<file path="src/rtl/mgmt_port.sv">
module mgmt_port #(
  parameter int         NR_EDGES  = 14,
  parameter int         RSP_EDGES = 20,
  parameter logic [7:0] ID_VAL    = 8'hA5
) (
  input  logic sclk,
  input  logic rst_n,
  input  logic mgmt_dis,
  input  logic si,
  output logic so
);

  localparam int FRAME  = 9;
  localparam int RSP_SB = RSP_EDGES - FRAME;
  localparam int CW     = $clog2(RSP_EDGES + 1);
  localparam logic [CW-1:0] C_FRAME = CW'(FRAME);
  localparam logic [CW-1:0] C_SB    = CW'(RSP_SB - 1);
  localparam logic [CW-1:0] C_NEND  = CW'(NR_EDGES - 1);
  localparam logic [CW-1:0] C_REND  = CW'(RSP_EDGES - 1);

  logic          busy;
  logic [CW-1:0] cnt;
  logic [7:0]    rx, tx, last;
  logic [6:0]    ctrl;
  logic [7:0]    rd_val;

  always_comb
    case (rx[1:0])
      2'd0:    rd_val = {1'b0, ctrl};
      2'd1:    rd_val = ID_VAL;
      2'd2:    rd_val = ~{1'b0, ctrl};
      default: rd_val = last;
    endcase

  always_ff @(posedge sclk) begin
    if (!rst_n) begin
      busy <= 1'b0; cnt <= '0; rx <= '0; tx <= '0;
      last <= '0; ctrl <= '0; so <= 1'b1;
    end else if (mgmt_dis) begin
      busy <= 1'b0; cnt <= '0; so <= 1'b1;
    end else if (!busy) begin
      so <= 1'b1;
      if (!si) begin
        busy <= 1'b1;
        cnt  <= CW'(1);
      end
    end else begin
      cnt <= cnt + 1'b1;
      if (cnt < C_FRAME) rx <= {si, rx[7:1]};
      if (cnt == C_FRAME) begin
        last <= rx;
        tx   <= rd_val;
        if (!rx[7]) ctrl <= rx[6:0];
      end
      if (cnt > C_FRAME) begin
        if (rx[7]) begin
          if (cnt == C_SB) so <= 1'b0;
          else if (cnt == C_REND) begin
            so <= 1'b1; busy <= 1'b0;
          end else if (cnt > C_SB) begin
            so <= tx[0]; tx <= {1'b1, tx[7:1]};
          end
        end else if (cnt == C_NEND) busy <= 1'b0;
      end
    end
  end

  a_r2_idle_so_high: assert property (@(posedge sclk) disable iff (!rst_n)
    !busy |-> so);
  a_r4_write_quiet: assert property (@(posedge sclk) disable iff (!rst_n)
    (busy && cnt > C_FRAME && !rx[7]) |-> so);
  a_r4_write_len: assert property (@(posedge sclk) disable iff (!rst_n)
    (busy && !mgmt_dis && !rx[7] && cnt == C_NEND) |=> !busy);
  a_r5_start_bit: assert property (@(posedge sclk) disable iff (!rst_n)
    (busy && !mgmt_dis && rx[7] && cnt == C_SB) |=> !so);
  a_r5_read_len: assert property (@(posedge sclk) disable iff (!rst_n)
    (busy && !mgmt_dis && rx[7] && cnt == C_REND) |=> (!busy && so));
  a_r7_cmd_frozen: assert property (@(posedge sclk) disable iff (!rst_n)
    (busy && !mgmt_dis && cnt >= C_FRAME) |=> $stable(rx));
  a_r8_dis_idle: assert property (@(posedge sclk) disable iff (!rst_n)
    mgmt_dis |=> (so && !busy));

endmodule

</file>
<file path="config.mk">
export PLATFORM = sky130hd
export DESIGN_NAME = mgmt_port
export DESIGN_NICKNAME = d
export VERILOG_FILES = /design/src/rtl/mgmt_port.sv
export SDC_FILE = /design/constraint.sdc
export NUM_CORES = 1
export LEC_CHECK = 0
export CORE_AREA = 2 2 47 93
export DETAILED_ROUTE_END_ITERATION = 6
export DIE_AREA = 0 0 49 95
export GPL_TIMING_DRIVEN = 0
export PLACE_DENSITY = 0.66
export SYNTH_ARGS = -nofsm -noshare
export SYNTH_HDL_FRONTEND = slang
export SYNTH_SLANG_ARGS = --single-unit
export TNS_END_PERCENT = 30
</file>
<file path="constraint.sdc">
create_clock -name sclk -period 2.2 [get_ports sclk]
set_input_delay 0.44 -clock sclk [delete_from_list [all_inputs] [get_ports sclk]]
set_output_delay 0.44 -clock sclk [all_outputs]
set_load 0.03 [all_outputs]
</file>
==> metrics <==
Tmin final=around 2 ns; gr usage total=0.172; Worst-Margin Slew=0.665 ns; fin nets=216; Core Util, Final=0.533; Yosys top cell area share=0.394; setup TNS=0 ns; skew final=0.00555 ns; WP data required=2.38 ns; outcome=complete, no violations; wire length of the first global-routing pass=6.15 mm; n_diodes=0; number of global-route vias before repair=1281; largest net degree at the start of global routing=12; Core Rows=33; Distinct cells, synth=35; Placer Congestion=a little under 0.8; Yosys top cell by area=dfxtp_1; RSZ-0062 raised after global routing=false; I/O Buffers=4; num ports=5; CTS tree=yes; # DRC=0; die width=between 40 and 50 um; DRT iter0 DRCs=21; clock buffer count from CTS=5; buffer depth of the longest clock path=2; CTS root buffer=clkbuf_8; Yosys warnings=0; maxcap violations=0; period utilization=0.899; syn_area_per_cell=9.96 sq um; Core ar.=4010 sq um; clk_lat worst skew=0.28 ns; CTS HTree Levels=2; crit-path max FO=9; Primary FF master, synth=dfxtp_1; grt ovf=0; Worst-path clk slew=about 0.07 ns; Min-Delay Path Class=flop to flop; Mapped Area=approximately 1900 sq um; startpoint types=flop; highest clock rate=506 MHz; Pwr Total=around 1.2 mW; vias per cell=5.40; Setup Viol. Count Final=0; Area contributors post-synth=dfxtp_1, mux2i_1, nor2b_1; LEAKAGE=0.722 nW; top-count cell post-synth=dfxtp_1; Critical Path End Type=flop; initial antenna violation count=0; post-route ant nets=0; synthesis-stage register bit count=38; sequential area share after synthesis=0.394; hpwl dp=2.63 mm; Async SR Flop Fraction=0; Worst IR Drop VDD=529 uV; Pwr Density=572 nW/um^2; DIE HEIGHT=95 um; crit path kind=flop to flop; die area=4660 sq um; Vias=1393; wire length per cell=13.8 um; WL final=between 3 and 4 mm; Final Hold Viols=0; Post-synth EDFFs=0; layout cells sized above 1=0.121; fin. max-slew vios=0; Clock Sinks=38; Hold WS=0.522 ns; 1st-pass router iterations=4; Area growth syn-to-layout=10.5%; max_slew headroom=0.554; synthesized instance count=194; Initial Util=0.483; commonest cells in the netlist=dfxtp_1, nor2b_1, mux2i_1, nand2_1, or3_1; crit path DAT=2.15 ns; syn_nets=205
area by class of cell:
type	instances	area, sq um
clock buffers	7	86.3
inverters	5	18.8
multi-input cells	141	1100
plain buffers	10	55.1
repair buffers	4	40.0
fillers	404	1870
well taps	52	65.1
clock inverters	1	5.00
flip-flops and latches	38	762
placed cells by master, fill, tap and decap left out, types with 2 or more instances in the layout:
cell	synthesis	final
o21ai_0	2	2
o2111a_1	7	7
or3_1	8	8
nor2_1	5	5
clkdlybuf4s50_1	0	4
mux2_2	7	7
mux2i_1	27	27
nand3b_1	2	2
ha_1	7	7
clkbuf_8	0	6
dfxtp_1	38	37
a31oi_1	2	2
a21oi_1	3	3
nand2b_1	2	2
buf_2	2	2
nor2b_1	30	30
buf_6	2	2
o211ai_1	3	3
nand3_1	5	4
a211oi_1	5	5
nand2_1	12	12
clkbuf_1	6	7
inv_1	5	5
registers in the layout, summed over array words and instances, names as in the netlist:
signal	flops
cnt	5
rx	8
ctrl	7
so	1
busy	1
tx	8
last	8
worst paths after layout:
path / to / cells past startpoint / startpoint / slack (ns)
setup / recovery: tx[1]$_SDFFE_PN0P_ / 5 / cnt[0]$_SDFFE_PP0P_ / 0.22
hold / removal: last[7]$_SDFFE_PN0P_ / 2 / last[7]$_SDFFE_PN0P_ / 0.52
setup reg to reg: tx[1]$_SDFFE_PN0P_ / 5 / cnt[0]$_SDFFE_PP0P_ / 0.22
hold reg to reg: last[7]$_SDFFE_PN0P_ / 2 / last[7]$_SDFFE_PN0P_ / 0.52
through the flow:
stage	instance area [sq um]	instances	setup WS, ns
2_1_floorplan	1930	194	0.363
3_3_place_gp	2040	250	-0.0212
3_5_place_dp	2040	250	-0.0214
4_1_cts	2130	258	0.0799
5_1_grt	2140	258	0.0437
6_report	2140	258	0.222
critical path, stage by stage, from the launching register on:
cell,delay (ns)
dfxtp_1,0.47
ha_1,0.27
or3b_2,0.51
nand3_2,0.18
o22ai_2,0.16
o2111a_1,0.28
metal layers:
metal | vias up | share of wire | GRT usage
met5 | - | 0 | 0
met1 | 658 | 0.48 | 0.221
met3 | 5 | 0.019 | 0.0380
met2 | 14 | 0.48 | 0.279
met4 | 0 | 0.017 | 0.0643
li1 | 716 | - | -
kinds of logic after synthesis:
logic type      Yosys count  share of synthesized area
compound gates           31                      0.130
xor+xnor                  1                    0.00453
fa+ha+maj                 7                     0.0453
buf+inv                  15                     0.0382
flops                    38                      0.394
mux                      34                      0.181
simple gates             68                      0.208
timing repair:
item,4_1_cts,5_1_grt
hold buffers,0,0
gates resized for setup,0,2
buffers inserted,0,0
setup endpoints to repair,0,7
hold endpoints to repair,0,0
where the power goes:
group	leakage (nW)	total (mW)	internal [mW]	switching, mW
logic	0.367	0.0456	0.0209	0.0247
clock network	0.0482	0.484	0.253	0.231
registers	0.307	0.693	0.690	0.00288
total	0.722	1.22	0.964	0.259
(Power assumes the default switching activity.)
